<file path="config.mk">
export PLATFORM = sky130hd
export DESIGN_NAME = ppc_clk_root
export DESIGN_NICKNAME = d
export VERILOG_FILES = /design/src/rtl/ppc_pkg.sv /design/src/rtl/ppc_ctrl.sv /design/src/rtl/ppc_branch.sv /design/src/rtl/ppc_postdiv.sv /design/src/rtl/ppc_clk_root.sv
export SDC_FILE = /design/constraint.sdc
export NUM_CORES = 1
export LEC_CHECK = 0
export ABC_AREA = 1
export BUFFER_PORTS_ARGS = -buffer_cell sky130_fd_sc_hd__buf_4
export CORE_AREA = 3 3 80 52
export DETAILED_ROUTE_END_ITERATION = 16
export DIE_AREA = 0 0 83 55
export PLACE_DENSITY_LB_ADDON = 0.05
export SYNTH_ARGS = -nofsm -noshare
export SYNTH_HDL_FRONTEND = slang
export SYNTH_SLANG_ARGS = --single-unit
</file>
<file path="constraint.sdc">
create_clock -name clk -period 3.6 [get_ports clk]
set_input_delay 0.18 -clock clk [delete_from_list [all_inputs] [get_ports clk]]
set_output_delay 0.18 -clock clk [all_outputs]
set_load 0.05 [all_outputs]
</file>
<file path="src/rtl/ppc_pkg.sv">
package ppc_pkg;
    typedef enum logic [1:0] {
        ADDR_SRC  = 2'd0,
        ADDR_PRE  = 2'd1,
        ADDR_POST = 2'd2,
        ADDR_EN   = 2'd3
    } ppc_addr_e;
endpackage

</file>
<file path="src/rtl/ppc_ctrl.sv">
module ppc_ctrl
    import ppc_pkg::*;
#(
    parameter int N_SRC  = 8,
    parameter int SEL_W  = 3,
    parameter int PRE_W  = 3,
    parameter int POST_W = 6,
    parameter int DATA_W = 6
) (
    input  logic              clk,
    input  logic              rst_n,
    input  logic [N_SRC-1:0]  src_valid,
    input  logic              wr_en,
    input  logic [1:0]        wr_addr,
    input  logic [DATA_W-1:0] wr_data,
    output logic              active,
    output logic [SEL_W-1:0]  sel_a,
    output logic [SEL_W-1:0]  sel_b,
    output logic [PRE_W-1:0]  pre_val,
    output logic [POST_W-1:0] post_val,
    output logic              enable,
    output logic [1:0]        restart_br,
    output logic              restart_post,
    output logic              reject,
    output logic              stale_err
);
    typedef struct packed {
        logic              active;
        logic [SEL_W-1:0]  sel_a;
        logic [SEL_W-1:0]  sel_b;
        logic [PRE_W-1:0]  pre;
        logic [POST_W-1:0] post;
        logic              en;
        logic              rej;
        logic              err;
    } ctrl_t;

    ctrl_t st_d, st_q;
    logic [SEL_W-1:0] req_idx;
    logic [SEL_W-1:0] idle_sel;
    logic             is_src;
    logic             accept;

    always_comb begin
        st_d         = st_q;
        req_idx      = wr_data[SEL_W-1:0];
        idle_sel     = st_q.active ? st_q.sel_a : st_q.sel_b;
        is_src       = wr_en && (ppc_addr_e'(wr_addr) == ADDR_SRC);
        accept       = is_src && src_valid[req_idx];
        restart_br   = 2'b00;
        restart_post = 1'b0;
        st_d.rej     = is_src && !src_valid[req_idx];
        st_d.err     = is_src && !src_valid[idle_sel];
        if (accept) begin
            if (st_q.active) begin
                st_d.sel_a    = req_idx;
                restart_br[0] = 1'b1;
            end else begin
                st_d.sel_b    = req_idx;
                restart_br[1] = 1'b1;
            end
            st_d.active = !st_q.active;
        end
        if (wr_en) begin
            unique case (ppc_addr_e'(wr_addr))
                ADDR_PRE: begin
                    st_d.pre   = wr_data[PRE_W-1:0];
                    restart_br = 2'b11;
                end
                ADDR_POST: begin
                    st_d.post    = wr_data[POST_W-1:0];
                    restart_post = 1'b1;
                end
                ADDR_EN:  st_d.en = wr_data[0];
                default:  ;
            endcase
        end
    end

    always_ff @(posedge clk or negedge rst_n) begin
        if (!rst_n) st_q <= '0;
        else        st_q <= st_d;
    end

    assign active    = st_q.active;
    assign sel_a     = st_q.sel_a;
    assign sel_b     = st_q.sel_b;
    assign pre_val   = st_q.pre;
    assign post_val  = st_q.post;
    assign enable    = st_q.en;
    assign reject    = st_q.rej;
    assign stale_err = st_q.err;
endmodule

</file>
<file path="src/rtl/ppc_branch.sv">
module ppc_branch #(
    parameter int N_SRC  = 8,
    parameter int SEL_W  = 3,
    parameter int PRE_W  = 3,
    parameter bit BYPASS = 1'b0
) (
    input  logic             clk,
    input  logic             rst_n,
    input  logic [N_SRC-1:0] src_tick,
    input  logic [SEL_W-1:0] sel,
    input  logic             gate_open,
    input  logic             restart,
    input  logic [PRE_W-1:0] pre_val,
    output logic             hit
);
    logic gated_tick;
    assign gated_tick = gate_open && src_tick[sel];

    if (BYPASS) begin : g_core
        assign hit = gated_tick;
    end else begin : g_prediv
        logic [PRE_W-1:0] cnt_d, cnt_q;
        logic             hit_c;

        always_comb begin
            cnt_d = cnt_q;
            hit_c = 1'b0;
            if (!gate_open || restart) begin
                cnt_d = '0;
            end else if (gated_tick) begin
                if (cnt_q == pre_val) begin
                    hit_c = 1'b1;
                    cnt_d = '0;
                end else begin
                    cnt_d = cnt_q + 1'b1;
                end
            end
        end

        always_ff @(posedge clk or negedge rst_n) begin
            if (!rst_n) cnt_q <= '0;
            else        cnt_q <= cnt_d;
        end

        assign hit = hit_c;
    end
endmodule

</file>
<file path="src/rtl/ppc_postdiv.sv">
module ppc_postdiv #(
    parameter int POST_W = 6
) (
    input  logic              clk,
    input  logic              rst_n,
    input  logic              enable,
    input  logic              tick_in,
    input  logic              restart,
    input  logic [POST_W-1:0] div_val,
    output logic              tick_out
);
    typedef struct packed {
        logic [POST_W-1:0] cnt;
        logic              out;
    } post_t;

    post_t pd_d, pd_q;

    always_comb begin
        pd_d     = pd_q;
        pd_d.out = 1'b0;
        if (!enable || restart) begin
            pd_d.cnt = '0;
        end else if (tick_in) begin
            if (pd_q.cnt == div_val) begin
                pd_d.out = 1'b1;
                pd_d.cnt = '0;
            end else begin
                pd_d.cnt = pd_q.cnt + 1'b1;
            end
        end
    end

    always_ff @(posedge clk or negedge rst_n) begin
        if (!rst_n) pd_q <= '0;
        else        pd_q <= pd_d;
    end

    assign tick_out = pd_q.out;
endmodule

</file>
<file path="src/rtl/ppc_clk_root.sv">
module ppc_clk_root #(
    parameter int N_SRC  = 8,
    parameter int PRE_W  = 3,
    parameter int POST_W = 6,
    parameter bit CORE   = 1'b0,
    localparam int SEL_W  = $clog2(N_SRC),
    localparam int DATA_W = (POST_W > PRE_W) ? POST_W : PRE_W
) (
    input  logic              clk,
    input  logic              rst_n,
    input  logic [N_SRC-1:0]  src_tick,
    input  logic [N_SRC-1:0]  src_valid,
    input  logic              wr_en,
    input  logic [1:0]        wr_addr,
    input  logic [DATA_W-1:0] wr_data,
    output logic              clk_out_tick,
    output logic              rd_active,
    output logic [SEL_W-1:0]  rd_sel_a,
    output logic [SEL_W-1:0]  rd_sel_b,
    output logic              wr_reject,
    output logic              err_src_inactive
);
    logic              active;
    logic [SEL_W-1:0]  sel_a, sel_b;
    logic [PRE_W-1:0]  pre_val;
    logic [POST_W-1:0] post_val;
    logic              enable;
    logic [1:0]        restart_br;
    logic              restart_post;
    logic [SEL_W-1:0]  br_sel [2];
    logic [1:0]        br_open;
    logic [1:0]        br_hit;
    logic              mux_tick;

    ppc_ctrl #(
        .N_SRC(N_SRC), .SEL_W(SEL_W), .PRE_W(PRE_W),
        .POST_W(POST_W), .DATA_W(DATA_W)
    ) u_ctrl (
        .clk(clk), .rst_n(rst_n), .src_valid(src_valid),
        .wr_en(wr_en), .wr_addr(wr_addr), .wr_data(wr_data),
        .active(active), .sel_a(sel_a), .sel_b(sel_b),
        .pre_val(pre_val), .post_val(post_val), .enable(enable),
        .restart_br(restart_br), .restart_post(restart_post),
        .reject(wr_reject), .stale_err(err_src_inactive)
    );

    assign br_sel[0]  = sel_a;
    assign br_sel[1]  = sel_b;
    assign br_open[0] = enable && !active;
    assign br_open[1] = enable && active;

    for (genvar b = 0; b < 2; b++) begin : g_branch
        ppc_branch #(
            .N_SRC(N_SRC), .SEL_W(SEL_W), .PRE_W(PRE_W), .BYPASS(CORE)
        ) u_br (
            .clk(clk), .rst_n(rst_n), .src_tick(src_tick),
            .sel(br_sel[b]), .gate_open(br_open[b]),
            .restart(restart_br[b]), .pre_val(pre_val),
            .hit(br_hit[b])
        );
    end

    assign mux_tick = active ? br_hit[1] : br_hit[0];

    ppc_postdiv #(.POST_W(POST_W)) u_post (
        .clk(clk), .rst_n(rst_n), .enable(enable), .tick_in(mux_tick),
        .restart(restart_post), .div_val(post_val), .tick_out(clk_out_tick)
    );

    assign rd_active = active;
    assign rd_sel_a  = sel_a;
    assign rd_sel_b  = sel_b;
endmodule

</file>
=== Word-level counts from Yosys, hierarchy flattened ===
Cells that the tools add are included.
W data, S select, Z words.

* Flip-flop bits (word level): 32
* Output and inout bits: 10
* Logic and storage cells: 86

* Add/subtract/negate cells: 3
* Reduce and logical (&&, ||, !) cells: 26
* Magnitude comparators: 4
* Mux-type cells: 34
* Bitwise operators: 1
* Equal/unequal tests: 6

{| class="wikitable"
|+ Operators by type and width
! cell !! count
|-
| $mux W3 || 7
|-
| $mux W1 || 17
|-
| $lt A3 B4 Y1 const B || 4
|-
| $bmux W1 S3 || 4
|-
| $mux W6 || 2
|-
| $reduce_and A2 Y1 || 5
|-
| $logic_and A1 B1 Y1 || 8
|-
| $mux W7 || 1
|-
| $add A3 B1 Y3 const B || 2
|-
| $add A6 B1 Y6 const B || 1
|-
| $eq A3 B3 Y1 || 2
|-
| $eq A6 B6 Y1 || 1
|-
| $logic_not A1 Y1 || 6
|-
| $mux W2 || 3
|-
| $reduce_bool A2 Y1 || 3
|-
| $eq A2 B2 Y1 const B || 2
|-
| $logic_or A1 B1 Y1 || 3
|-
| $eq A2 B1 Y1 const B || 1
|-
| $logic_not A2 Y1 || 1
|-
| $not A1 Y1 || 1
|}

=== Logic depth before layout (Yosys ltp) ===
Gate-level depths: netlist (run 1).

* Depth in word-level cells: 11
* Gate-level depth with buffers: 10
* Depth with buffers taken out: 10

=== Modules after synthesis ===
A second synthesis (run 1) with hierarchy kept.

* Cells, all modules: 328
* Area total of the unflattened synthesis: 2200.9 µm²

{| class="wikitable"
|+ Modules (own cells, without submodules)
! module !! seq. area each (µm²) !! times used !! area an instance (µm²) !! cells each
|-
| ppc_ctrl || 475.5 || 1 || 1049.8 || 135
|-
| ppc_branch || 75.1 || 2 || 321.6 || 54
|-
| ppc_postdiv || 175.2 || 1 || 478.0 || 77
|-
| ppc_clk_root || 0.0 || 1 || 30.0 || 8
|}

=== Least setup slack after synthesis (run 1) ===
No wires, ideal clock.

* Path kind: register to register
* From: reg u_ctrl.st_q, in the netlist u_ctrl.sel_b[0]
* To: reg u_post.pd_q, in the netlist u_post.tick_out
* Data required time: 3.525 ns
* Arrival time: 1.548 ns
* Path slack: 1.977 ns
* Stages on the path, launching flop included: 11
* Buffers on the path: 0
* Path through: dfrtp_1 -> inv_2 -> nand2_1 -> nand3_1 -> nand2_1 -> nand2_1 -> nand2_2 -> nand4_4 -> nand2_4 -> nand2_1 -> nor2_1

{| class="wikitable"
|+ RTL lines
! item !! line !! text
|-
| start: declaration || ppc_ctrl.sv:38 || <nowiki>ctrl_t st_d, st_q;</nowiki>
|-
| start signal: assignment || ppc_ctrl.sv:82 || <nowiki>else st_q <= st_d;</nowiki>
|-
| end signal: assignment || ppc_postdiv.sv:36 || <nowiki>else pd_q <= pd_d;</nowiki>
|-
| end: declaration || ppc_postdiv.sv:17 || <nowiki>post_t pd_d, pd_q;</nowiki>
|}

==> flow_summary.html, run 1 <==
<table>
<tr><th>Metric</th><th>Value</th></tr>
<tr><th colspan="2">Global routing</th></tr>
<tr><td>Vias in the first global route</td><td>1685</td></tr>
<tr><td>Antenna violations before repair</td><td>0</td></tr>
<tr><td>Gr usage total</td><td>0.223</td></tr>
<tr><td>Overflow left after global routing</td><td>0</td></tr>
<tr><td>Largest net degree at the start of global routing</td><td>33</td></tr>
<tr><td>Global-route wire length before repair</td><td>7.89 mm</td></tr>
<tr><th colspan="2">Synth</th></tr>
<tr><td>Number of instances in the synthesized netlist</td><td>~280</td></tr>
<tr><td>Post-synth top area share</td><td>0.391</td></tr>
<tr><td>Post-synth top flop</td><td>sky130_fd_sc_hd__dfrtp_1</td></tr>
<tr><td>Top area cells in the synthesized netlist</td><td>sky130_fd_sc_hd__dfrtp_1 39%, sky130_fd_sc_hd__nand2_1 14%, sky130_fd_sc_hd__inv_1 8.1%</td></tr>
<tr><td>Distinct cells, synth</td><td>26</td></tr>
<tr><td>Most common cell in the synthesized netlist</td><td>sky130_fd_sc_hd__nand2_1</td></tr>
<tr><td>Portion of the post-synthesis area used by sequential elements</td><td>0.391</td></tr>
<tr><td>Number of enable flip-flop cells after synthesis</td><td>0</td></tr>
<tr><td>Flip-flop and latch count after synthesis</td><td>32</td></tr>
<tr><td>Number of warnings reported in the yosys synthesis log</td><td>0</td></tr>
<tr><td>Biggest area consumer among synthesized cells</td><td>sky130_fd_sc_hd__dfrtp_1</td></tr>
<tr><td>Proportion of register bits with asynchronous set or reset after synthesis</td><td>1.00</td></tr>
<tr><td>Combined area of all synthesized cells</td><td>2050 um^2</td></tr>
<tr><td>Net count of the mapped netlist</td><td>306</td></tr>
<tr><td>Mean Syn Cell Area</td><td>7.42 um^2</td></tr>
<tr><td>Most instantiated cells after synthesis</td><td>75 x sky130_fd_sc_hd__nand2_1, 44 x sky130_fd_sc_hd__inv_1, 32 x sky130_fd_sc_hd__dfrtp_1, 22 x sky130_fd_sc_hd__nand3_1, 21 x sky130_fd_sc_hd__nand4_1</td></tr>
<tr><th colspan="2">Route</th></tr>
<tr><td>DRC errors left</td><td>0</td></tr>
<tr><td>Total routed wire length on the met1 layer</td><td>2.59 mm</td></tr>
<tr><td>Top layer used by detailed routing</td><td>met4</td></tr>
<tr><td>Final routed wirelength across all metal layers</td><td>4.87 mm</td></tr>
<tr><td>Vias</td><td>1929</td></tr>
<tr><td>Met3 layer wire length in the routed design</td><td>about 270 um</td></tr>
<tr><td>Amount of wire on met2 after detailed routing</td><td>1.96 mm</td></tr>
<tr><td>DRT iter0 DRCs</td><td>138</td></tr>
<tr><td>Remaining antenna violation count after routing</td><td>0</td></tr>
<tr><td>Routed WL per cell</td><td>between 10 and 15 um</td></tr>
<tr><td>First-pass detailed-route iteration total</td><td>4</td></tr>
<tr><td>Average via count per standard cell</td><td>5.31</td></tr>
<tr><th colspan="2">Floorplan</th></tr>
<tr><td>Chip Width</td><td>83 um</td></tr>
<tr><td>Die height</td><td>55 um</td></tr>
<tr><td>Cell row count</td><td>17</td></tr>
<tr><td>Starting density of the core</td><td>0.580</td></tr>
<tr><td>Number of top-level pins</td><td>37</td></tr>
<tr><td>Die area</td><td>4570 um^2</td></tr>
<tr><td>Area of the core</td><td>3530 um^2</td></tr>
<tr><th colspan="2">Pwr</th></tr>
<tr><td>Logic pwr share</td><td>0.356</td></tr>
<tr><td>Reg power frac</td><td>0.377</td></tr>
<tr><td>Worst IR Drop VDD</td><td>422 uV</td></tr>
<tr><td>Net switching power</td><td>510 uW</td></tr>
<tr><td>Power per cell area</td><td>approximately 520 nW/um^2</td></tr>
<tr><td>Int Power</td><td>769 uW</td></tr>
<tr><td>Pleak</td><td>roughly 1.3 nW</td></tr>
<tr><td>Clk pwr share</td><td>0.267</td></tr>
<tr><td>Net Sw Frac</td><td>0.399</td></tr>
<tr><th colspan="2">Clock network</th></tr>
<tr><td>Clock slew seen by the registers of the worst setup and hold paths</td><td>0.07 ns</td></tr>
<tr><td># H-tree levels</td><td>2</td></tr>
<tr><td>Largest buffer count on any clock path</td><td>2</td></tr>
<tr><td>Clock tree from TritonCTS</td><td>done</td></tr>
<tr><td>Root buffer cell</td><td>sky130_fd_sc_hd__clkbuf_8</td></tr>
<tr><td>Number of sinks on the clock net</td><td>32</td></tr>
<tr><td>TritonCTS buffer count</td><td>5</td></tr>
<tr><td>Latest clock arrival within the worst-skew pair</td><td>0.29 ns</td></tr>
<tr><th colspan="2">Critical path</th></tr>
<tr><td>Chain of cells forming the critical path</td><td>o21ai_1, inv_1, a21oi_1, nand2_1, nand3_1, nand2_1, nor2_1</td></tr>
<tr><td>Data required time of the worst path</td><td>3.81 ns</td></tr>
<tr><td>Biggest cell delay along the critical path</td><td>0.53 ns</td></tr>
<tr><td>Arrival time at the worst endpoint</td><td>1.85 ns</td></tr>
<tr><td>Buffers and inverters on the worst path</td><td>1</td></tr>
<tr><td>Worst path top cell family by delay</td><td>compound AO/OA/AOI/OAI gates</td></tr>
<tr><td>R2R Setup Slk</td><td>1.96 ns</td></tr>
<tr><td>Critical path start-end classification</td><td>reg2reg</td></tr>
<tr><td>Startpoint type of the worst setup path</td><td>register</td></tr>
<tr><td>CP max stage cell</td><td>sky130_fd_sc_hd__dfrtp_1</td></tr>
<tr><td>Worst flop-to-flop path startpoint</td><td>u_ctrl.active$_DFFE_PN0N_</td></tr>
<tr><td>Endpoint kind of the worst setup timing path</td><td>register</td></tr>
<tr><td>Worst reg2reg endpoint</td><td>u_ctrl.stale_err$_DFF_PN0_</td></tr>
<tr><td>Most prevalent standard cell on the critical path</td><td>sky130_fd_sc_hd__nand2_1</td></tr>
<tr><td>Maximum fanout along the worst path</td><td>14</td></tr>
<tr><td>Length in cells of the worst reg-to-reg path</td><td>7</td></tr>
<tr><th colspan="2">Timing</th></tr>
<tr><td>Final worst path period share</td><td>0.454</td></tr>
<tr><td>Highest Clock Rate</td><td>just over 600 MHz</td></tr>
<tr><td>Setup Viol. Count Final</td><td>0</td></tr>
<tr><td>Relative slew margins</td><td>0.571</td></tr>
<tr><td>Final critical-path setup slack</td><td>1.96 ns</td></tr>
<tr><td>Transition at the pin with the smallest max-transition slack</td><td>0.641 ns</td></tr>
<tr><td>Final-report hold violation count</td><td>0</td></tr>
<tr><td>Setup repair after global routing missed its margin</td><td>no</td></tr>
<tr><td>Setup TNS</td><td>0 ns</td></tr>
<tr><td>Clock Skews</td><td>0.00640 ns</td></tr>
<tr><td>Final max-slew violation count</td><td>0</td></tr>
<tr><td>Final worst path period need</td><td>about 1.6 ns</td></tr>
<tr><th colspan="2">Placement</th></tr>
<tr><td>DP Wirelength</td><td>around 3.7 mm</td></tr>
<tr><td>Count of input and output buffers</td><td>36</td></tr>
<tr><td>Global placement routability congestion</td><td>around 0.86</td></tr>
<tr><td>Minimum setup slack after placement</td><td>2.05 ns</td></tr>
<tr><td>Placed instance count</td><td>354</td></tr>
<tr><th colspan="2">Min path</th></tr>
<tr><td>Count of cells along the worst hold path</td><td>2</td></tr>
<tr><td>Hold Path Sink</td><td>u_ctrl.reject$_DFF_PN0_</td></tr>
<tr><td>Worst Hold Class</td><td>in2reg</td></tr>
<tr><td>Hold wc startpoint</td><td>wr_addr[0]</td></tr>
<tr><th colspan="2">Final layout</th></tr>
<tr><td>N_diodes</td><td>0</td></tr>
<tr><td>Area growth from synthesis to layout</td><td>20.4%</td></tr>
<tr><td>Fraction of final layout cells with drive strength greater than 1</td><td>0.174</td></tr>
<tr><td># nets final</td><td>345</td></tr>
<tr><td>Finished Layout Cells</td><td>363</td></tr>
<tr><th colspan="2">Run status</th></tr>
<tr><td>Status</td><td>finished clean</td></tr>
<tr><th colspan="2">Job</th></tr>
<tr><td>MaxCap Viol Count</td><td>0</td></tr>
</table>
## cells by family after synthesis
group | Yosys count | share of synthesized area
mux | 2 | 0.0110
simple gates | 141 | 0.331
buf+inv | 52 | 0.101
flops | 32 | 0.391
fa+ha+maj | 3 | 0.0183
xor+xnor | 17 | 0.0727
compound gates | 29 | 0.0746
## cell type report
class                           instances  area (um^2)
Clock inverter                          2         35.0
Tap cell                               47         58.8
Fill cell                             315         1070
Timing Repair Buffer                   37          280
Sequential cell                        32          801
Inverter                               47          176
Clock buffer                            6         72.6
Multi-Input combinational cell        192         1040
## per-layer routing
layer / up-vias / global-route usage
met5: - / 0
met4: 0 / 0.0679
met3: 7 / 0.0533
met2: 59 / 0.313
met1: 890 / 0.335
li1: 973 / -
## repair_timing
item / in CTS / in global routing
hold endpoints to repair: 32 / 0
buffers inserted: 0 / 0
hold buffers: 1 / 0
gates resized for setup: 0 / 0
## placed cells by master, fill, tap and decap left out, types with 3 or more instances in the layout
master                      n
sky130_fd_sc_hd__nand2_1   75
sky130_fd_sc_hd__inv_1     44
sky130_fd_sc_hd__buf_4     36
sky130_fd_sc_hd__dfrtp_1   32
sky130_fd_sc_hd__nand3_1   22
sky130_fd_sc_hd__nand4_1   21
sky130_fd_sc_hd__o21ai_0   19
sky130_fd_sc_hd__nor2_1    13
sky130_fd_sc_hd__xor2_1    11
sky130_fd_sc_hd__xnor2_1    6
sky130_fd_sc_hd__a21oi_1    5
sky130_fd_sc_hd__clkbuf_8   5
sky130_fd_sc_hd__inv_2      3
sky130_fd_sc_hd__ha_1       3
## power groups by stage
stage / Clock [mW] / Sequential, mW / Combinational (mW)
2_1_floorplan: 0 / 0.553 / 0.252
3_3_place_gp: 0 / 0.486 / 0.446
3_5_place_dp: 0 / 0.487 / 0.453
4_1_cts: 0.349 / 0.481 / 0.457
5_1_grt: 0.365 / 0.492 / 0.506
6_report: 0.342 / 0.482 / 0.455
## flip-flops by register name, summed over array words and instances (netlist names)
| register | flops |
|---|---|
| u_ctrl.reject | 1 |
| u_ctrl.enable | 1 |
| u_post.pd_q | 6 |
| u_ctrl.sel_a | 3 |
| u_ctrl.active | 1 |
| u_ctrl.sel_b | 3 |
| u_ctrl.post_val | 6 |
| u_ctrl.stale_err | 1 |
| u_post.tick_out | 1 |
| u_ctrl.pre_val | 3 |
| g_branch.u_br.g_prediv.cnt_q | 6 |
## worst max path at each step
stage	start	cells after the start	endpoint
detailed placement	u_ctrl.active$_DFFE_PN0N_	7	u_ctrl.stale_err$_DFF_PN0_
floorplan	u_ctrl.sel_b[0]$_DFFE_PN0P_	10	u_post.tick_out$_DFF_PN0_
global route	u_ctrl.active$_DFFE_PN0N_	7	u_ctrl.stale_err$_DFF_PN0_
global placement	u_ctrl.active$_DFFE_PN0N_	7	u_ctrl.stale_err$_DFF_PN0_
finish	u_ctrl.active$_DFFE_PN0N_	7	u_ctrl.stale_err$_DFF_PN0_
CTS	u_ctrl.active$_DFFE_PN0N_	7	u_ctrl.stale_err$_DFF_PN0_
## stage by stage
stage / total power [mW] / hold slack (ns) / cell area [um^2] / util
floorplan: 0.806 / -0.116 / 2050 / -
global placement: 0.932 / 0.144 / 2350 / 0.664
detailed placement: 0.940 / 0.144 / 2350 / 0.664
CTS: 1.29 / 0.0753 / 2460 / 0.698
global route: 1.36 / 0.0787 / 2460 / 0.698
finish: 1.28 / 0.0818 / 2460 / 0.698
No activity file was read; power rests on OpenSTA's default activity.
==> inputs of run 2 (changes only) <==
--- a/config.mk
+++ b/config.mk
@@ -7,9 +7,9 @@
 export LEC_CHECK = 0
 export ABC_AREA = 1
 export BUFFER_PORTS_ARGS = -buffer_cell sky130_fd_sc_hd__buf_4
-export CORE_AREA = 3 3 80 52
+export CORE_AREA = 3 3 87 56
 export DETAILED_ROUTE_END_ITERATION = 16
-export DIE_AREA = 0 0 83 55
+export DIE_AREA = 0 0 90 59
 export PLACE_DENSITY_LB_ADDON = 0.05
 export SYNTH_ARGS = -nofsm -noshare
 export SYNTH_HDL_FRONTEND = slang
==> constraint.sdc (replaced) <==
create_clock -name clk -period 1.4 [get_ports clk]
set_input_delay 0.07 -clock clk [delete_from_list [all_inputs] [get_ports clk]]
set_output_delay 0.07 -clock clk [all_outputs]
set_load 0.05 [all_outputs]
==> run 2 against run 1 <==
Against the previous run: setup slack got worse by 2.0 ns; critical endpoint is now u_post.pd_q[6]$_DFFE_PN0P_; highest routed layer unchanged; die area up 16%; power grew to 2.7 times the previous value; core utilization is 4.5 points lower; non-clock buffer count grew 19; critical path depth rose by 3; cell count up 8.5%; fmax is 13% higher; the run now ends with setup timing left; largest power group is now combinational cells; combinational power grew to 3.1 times the previous value; largest cell class unchanged; register-to-register slack worse by 2.0 ns.
==> flow_summary.html, run 2 (synthesis results as in run 1) <==
<table>
<tr><th>Metric</th><th>Value</th></tr>
<tr><th colspan="2">Pwr</th></tr>
<tr><td>Pleak</td><td>1.44 nW (was 1.35 nW)</td></tr>
<tr><td>Reg power frac</td><td>0.365 (was 0.377)</td></tr>
<tr><td>Net switching power</td><td>1.42 mW (was 510 uW)</td></tr>
<tr><td>Power per cell area</td><td>1280 nW/um^2 (was 519 nW/um^2)</td></tr>
<tr><td>Logic pwr share</td><td>0.407 (was 0.356)</td></tr>
<tr><td>Pwr Total</td><td>3.44 mW (was 1.28 mW)</td></tr>
<tr><td>Clk pwr share</td><td>0.228 (was 0.267)</td></tr>
<tr><td>Worst IR Drop VDD</td><td>911 uV (was 422 uV)</td></tr>
<tr><td>Int Power</td><td>2.02 mW (was 769 uW)</td></tr>
<tr><td>Net Sw Frac</td><td>0.413 (was 0.399)</td></tr>
<tr><th colspan="2">Timing</th></tr>
<tr><td>Final critical-path setup slack</td><td>-0.0434 ns (was 1.96 ns)</td></tr>
<tr><td>Setup Viol. Count Final</td><td>8 (was 0)</td></tr>
<tr><td>Final worst path period share</td><td>1.03 (was 0.454)</td></tr>
<tr><td>Setup repair after global routing missed its margin</td><td>yes (was no)</td></tr>
<tr><td>Clock Skews</td><td>0.00770 ns (was 0.00640 ns)</td></tr>
<tr><td>Final-report hold violation count</td><td>0 (unchanged)</td></tr>
<tr><td>Transition at the pin with the smallest max-transition slack</td><td>0.476 ns (was 0.641 ns)</td></tr>
<tr><td>Highest Clock Rate</td><td>693 MHz (was 611 MHz)</td></tr>
<tr><td>Final max-slew violation count</td><td>0 (unchanged)</td></tr>
<tr><td>Final worst path period need</td><td>1.44 ns (was 1.64 ns)</td></tr>
<tr><td>Worst hold slack after final layout</td><td>0.0144 ns (was 0.0818 ns)</td></tr>
<tr><td>Relative slew margins</td><td>0.681 (was 0.571)</td></tr>
<tr><th colspan="2">Route</th></tr>
<tr><td>First-pass detailed-route iteration total</td><td>4 (unchanged)</td></tr>
<tr><td>Average via count per standard cell</td><td>5.01 (was 5.31)</td></tr>
<tr><td>Routed WL per cell</td><td>13.4 um (about the same)</td></tr>
<tr><td>Vias</td><td>1972 (was 1929)</td></tr>
<tr><td>DRC errors left</td><td>0 (unchanged)</td></tr>
<tr><td>Remaining antenna violation count after routing</td><td>0 (unchanged)</td></tr>
<tr><td>Final routed wirelength across all metal layers</td><td>5.28 mm (was 4.87 mm)</td></tr>
<tr><td>DRT iter0 DRCs</td><td>131 (was 138)</td></tr>
<tr><th colspan="2">Critical path</th></tr>
<tr><td>Arrival time at the worst endpoint</td><td>1.66 ns (was 1.85 ns)</td></tr>
<tr><td>Maximum fanout along the worst path</td><td>7 (was 14)</td></tr>
<tr><td>CP max stage cell</td><td>sky130_fd_sc_hd__dfrtp_2 (was sky130_fd_sc_hd__dfrtp_1)</td></tr>
<tr><td>Critical path start-end classification</td><td>reg2reg (unchanged)</td></tr>
<tr><td>Worst reg2reg endpoint</td><td>u_post.pd_q[6]$_DFFE_PN0P_ (was u_ctrl.stale_err$_DFF_PN0_)</td></tr>
<tr><td>Endpoint kind of the worst setup timing path</td><td>register (unchanged)</td></tr>
<tr><td>Data required time of the worst path</td><td>1.61 ns (was 3.81 ns)</td></tr>
<tr><td>Buffers and inverters on the worst path</td><td>1 (unchanged)</td></tr>
<tr><td>Startpoint type of the worst setup path</td><td>register (unchanged)</td></tr>
<tr><td>Chain of cells forming the critical path</td><td>inv_2, nand2_1, nand3_1, nand2_1, nand2_2, nand2_2, nand4_4, nand2_4, nand3_2, nand2_2 (was o21ai_1, inv_1, a21oi_1, nand2_1, nand3_1, nand2_1, nor2_1)</td></tr>
<tr><td>Worst flop-to-flop path startpoint</td><td>u_ctrl.sel_b[0]$_DFFE_PN0P_ (was u_ctrl.active$_DFFE_PN0N_)</td></tr>
<tr><td>Biggest cell delay along the critical path</td><td>0.46 ns (was 0.53 ns)</td></tr>
<tr><td>Worst path top cell family by delay</td><td>simple AND/OR/NAND/NOR gates (was compound AO/OA/AOI/OAI gates)</td></tr>
<tr><td>Length in cells of the worst reg-to-reg path</td><td>10 (was 7)</td></tr>
<tr><td>R2R Setup Slk</td><td>-0.04 ns (was 1.96 ns)</td></tr>
<tr><td>Most prevalent standard cell on the critical path</td><td>sky130_fd_sc_hd__nand2_2 (was sky130_fd_sc_hd__nand2_1)</td></tr>
<tr><th colspan="2">Job</th></tr>
<tr><td>MaxCap Viol Count</td><td>0 (unchanged)</td></tr>
<tr><th colspan="2">Floorplan</th></tr>
<tr><td>Number of top-level pins</td><td>37 (unchanged)</td></tr>
<tr><td>Cell row count</td><td>18 (was 17)</td></tr>
<tr><td>Die height</td><td>59 um (was 55 um)</td></tr>
<tr><td>Area of the core</td><td>4100 um^2 (was 3530 um^2)</td></tr>
<tr><td>Chip Width</td><td>90 um (was 83 um)</td></tr>
<tr><td>Die area</td><td>5310 um^2 (was 4570 um^2)</td></tr>
<tr><td>Starting density of the core</td><td>0.499 (was 0.580)</td></tr>
<tr><th colspan="2">Global routing</th></tr>
<tr><td>Layer with the highest usage</td><td>met1 (unchanged)</td></tr>
<tr><td>Overflow left after global routing</td><td>0 (unchanged)</td></tr>
<tr><td>Met2 GRT Util</td><td>0.266 (was 0.313)</td></tr>
<tr><td>Vias in the first global route</td><td>1767 (was 1685)</td></tr>
<tr><td>Global-route met3 utilization</td><td>0.0520 (was 0.0533)</td></tr>
<tr><td>Antenna violations before repair</td><td>0 (unchanged)</td></tr>
<tr><td>GRT met1 Usage</td><td>0.343 (was 0.335)</td></tr>
<tr><td>Gr usage total</td><td>0.209 (was 0.223)</td></tr>
<tr><td>Global-route wire length before repair</td><td>8.76 mm (was 7.89 mm)</td></tr>
<tr><td>Largest net degree at the start of global routing</td><td>33 (unchanged)</td></tr>
<tr><th colspan="2">Clock network</th></tr>
<tr><td>Clock slew seen by the registers of the worst setup and hold paths</td><td>0.06 ns (was 0.07 ns)</td></tr>
<tr><td>TritonCTS buffer count</td><td>5 (unchanged)</td></tr>
<tr><td>Largest buffer count on any clock path</td><td>2 (unchanged)</td></tr>
<tr><td>Root buffer cell</td><td>sky130_fd_sc_hd__clkbuf_8 (unchanged)</td></tr>
<tr><td>Latest clock arrival within the worst-skew pair</td><td>0.28 ns (was 0.29 ns)</td></tr>
<tr><td># H-tree levels</td><td>2 (unchanged)</td></tr>
<tr><td>Clock tree from TritonCTS</td><td>done (unchanged)</td></tr>
<tr><td>Number of sinks on the clock net</td><td>32 (unchanged)</td></tr>
<tr><th colspan="2">Final layout</th></tr>
<tr><td>Most frequent cells in the layout</td><td>65 x sky130_fd_sc_hd__nand2_1, 54 x sky130_fd_sc_hd__buf_4, 44 x sky130_fd_sc_hd__inv_1 (was 75 x sky130_fd_sc_hd__nand2_1, 44 x sky130_fd_sc_hd__inv_1, 36 x sky130_fd_sc_hd__buf_4)</td></tr>
<tr><td>Fraction of final layout cells with drive strength greater than 1</td><td>0.284 (was 0.174)</td></tr>
<tr><td>Final instance area</td><td>2680 um^2 (was 2460 um^2)</td></tr>
<tr><td>Share of the core filled with cells in the final layout</td><td>0.653 (was 0.698)</td></tr>
<tr><td>Finished Layout Cells</td><td>394 (was 363)</td></tr>
<tr><td># nets final</td><td>364 (was 345)</td></tr>
<tr><td>N_diodes</td><td>0 (unchanged)</td></tr>
<tr><td>Most common cell after layout, fill and taps aside</td><td>sky130_fd_sc_hd__nand2_1 (unchanged)</td></tr>
<tr><td>Area growth from synthesis to layout</td><td>30.7% (was 20.4%)</td></tr>
<tr><th colspan="2">Min path</th></tr>
<tr><td>Worst Hold Class</td><td>in2reg (unchanged)</td></tr>
<tr><td>Hold Path Sink</td><td>u_ctrl.reject$_DFF_PN0_ (unchanged)</td></tr>
<tr><td>Count of cells along the worst hold path</td><td>2 (unchanged)</td></tr>
<tr><td>Hold wc startpoint</td><td>wr_addr[1] (was wr_addr[0])</td></tr>
<tr><th colspan="2">Run status</th></tr>
<tr><td>Violated checks</td><td>setup timing</td></tr>
<tr><td>Status</td><td>complete, but fails checks (was finished clean)</td></tr>
<tr><th colspan="2">Placement</th></tr>
<tr><td>DP Wirelength</td><td>3.97 mm (was 3.75 mm)</td></tr>
<tr><td>Global placement routability congestion</td><td>0.906 (was 0.861)</td></tr>
<tr><td>Standard cell area after detailed placement</td><td>2470 um^2 (was 2350 um^2)</td></tr>
<tr><td>Placed instance count</td><td>380 (was 354)</td></tr>
<tr><td>Count of input and output buffers</td><td>36 (unchanged)</td></tr>
</table>
## run 2: cell types whose count changed in the layout (fill, tap and decap cells not counted), moves of 2 or more
cell | previous run | this run
sky130_fd_sc_hd__buf_4 | 36 | 54
sky130_fd_sc_hd__nor2_1 | 13 | 11
sky130_fd_sc_hd__o21ai_0 | 19 | 17
sky130_fd_sc_hd__clkbuf_8 | 5 | 7
sky130_fd_sc_hd__nand2_1 | 75 | 65
sky130_fd_sc_hd__nand3_2 | 1 | 5
sky130_fd_sc_hd__nand2_2 | 1 | 11
sky130_fd_sc_hd__dfrtp_1 | 32 | 27
sky130_fd_sc_hd__nor2_2 | 0 | 2
sky130_fd_sc_hd__nand3_1 | 22 | 18
sky130_fd_sc_hd__dfrtp_2 | 0 | 5
## run 2: worst max-delay path by stage
stage | from | endpoint | slack [ns] | cells past startpoint
after detailed placement | g_branch[0].u_br.g_prediv.cnt_q[0]$_DFFE_PN0P_ | u_post.pd_q[6]$_DFFE_PN0P_ | -0.08 | 7
after global routing | u_ctrl.sel_a[1]$_DFFE_PN0P_ | u_post.pd_q[4]$_DFFE_PN0P_ | -0.14 | 9
final | u_ctrl.sel_b[0]$_DFFE_PN0P_ | u_post.pd_q[6]$_DFFE_PN0P_ | -0.04 | 10
after floorplan | u_ctrl.sel_a[0]$_DFFE_PN0P_ | u_post.tick_out$_DFF_PN0_ | -0.01 | 10
after global placement | u_ctrl.pre_val[0]$_DFFE_PN0P_ | u_post.pd_q[1]$_DFFE_PN0P_ | -0.06 | 7
after CTS | u_ctrl.sel_b[0]$_DFFE_PN0P_ | u_post.pd_q[1]$_DFFE_PN0P_ | -0.03 | 10
## run 2: area by class of cell
class	count	area, um^2
inverter	47	179
multi-input combinational	192	1090
fill	401	1420
timing repair buffer	56	425
clock buffer	7	96.3
tap	60	75.1
sequential	32	807
## run 2: power by group through the flow
stage	clock network (mW)	logic [mW]	registers [mW]
2_1_floorplan	0	0.668	1.44
3_3_place_gp	0	1.24	1.25
3_5_place_dp	0	1.25	1.26
4_1_cts	0.796	1.32	1.24
5_1_grt	0.841	1.53	1.27
6_report	0.783	1.40	1.26
## run 2: layer usage
layer / wire length (um) / part of all wire / vias to the layer above
met2: 1910 / 0.36 / 68
met5: 0 / 0 / -
li1: - / - / 1009
met3: 453 / 0.086 / 5
met4: 31 / 0.0059 / 0
met1: 2880 / 0.55 / 890
## run 2: stage by stage
step / setup WS, ns / setup TNS (ns)
3_3_place_gp: -0.0599 / -0.224
2_1_floorplan: -0.0128 / -0.0678
6_report: -0.0434 / -0.284
4_1_cts: -0.0322 / -0.172
5_1_grt: -0.138 / -1.59
3_5_place_dp: -0.0827 / -0.410
## run 2: worst register-to-register path, stage by stage, from the launching register on
cell	delay, ns
sky130_fd_sc_hd__dfrtp_2	0.46
sky130_fd_sc_hd__inv_2	0.08
sky130_fd_sc_hd__nand2_1	0.07
sky130_fd_sc_hd__nand3_1	0.06
sky130_fd_sc_hd__nand2_1	0.08
sky130_fd_sc_hd__nand2_2	0.06
sky130_fd_sc_hd__nand2_2	0.08
sky130_fd_sc_hd__nand4_4	0.15
sky130_fd_sc_hd__nand2_4	0.17
sky130_fd_sc_hd__nand3_2	0.08
sky130_fd_sc_hd__nand2_2	0.09
## run 2: what timing repair did
action,4_1_cts,5_1_grt
setup buffers,2,3
hold buffers,2,0
pin swaps,9,11
gates resized for setup,5,12
endpoints found under the hold margin,33,0
endpoints found under the setup margin,10,14
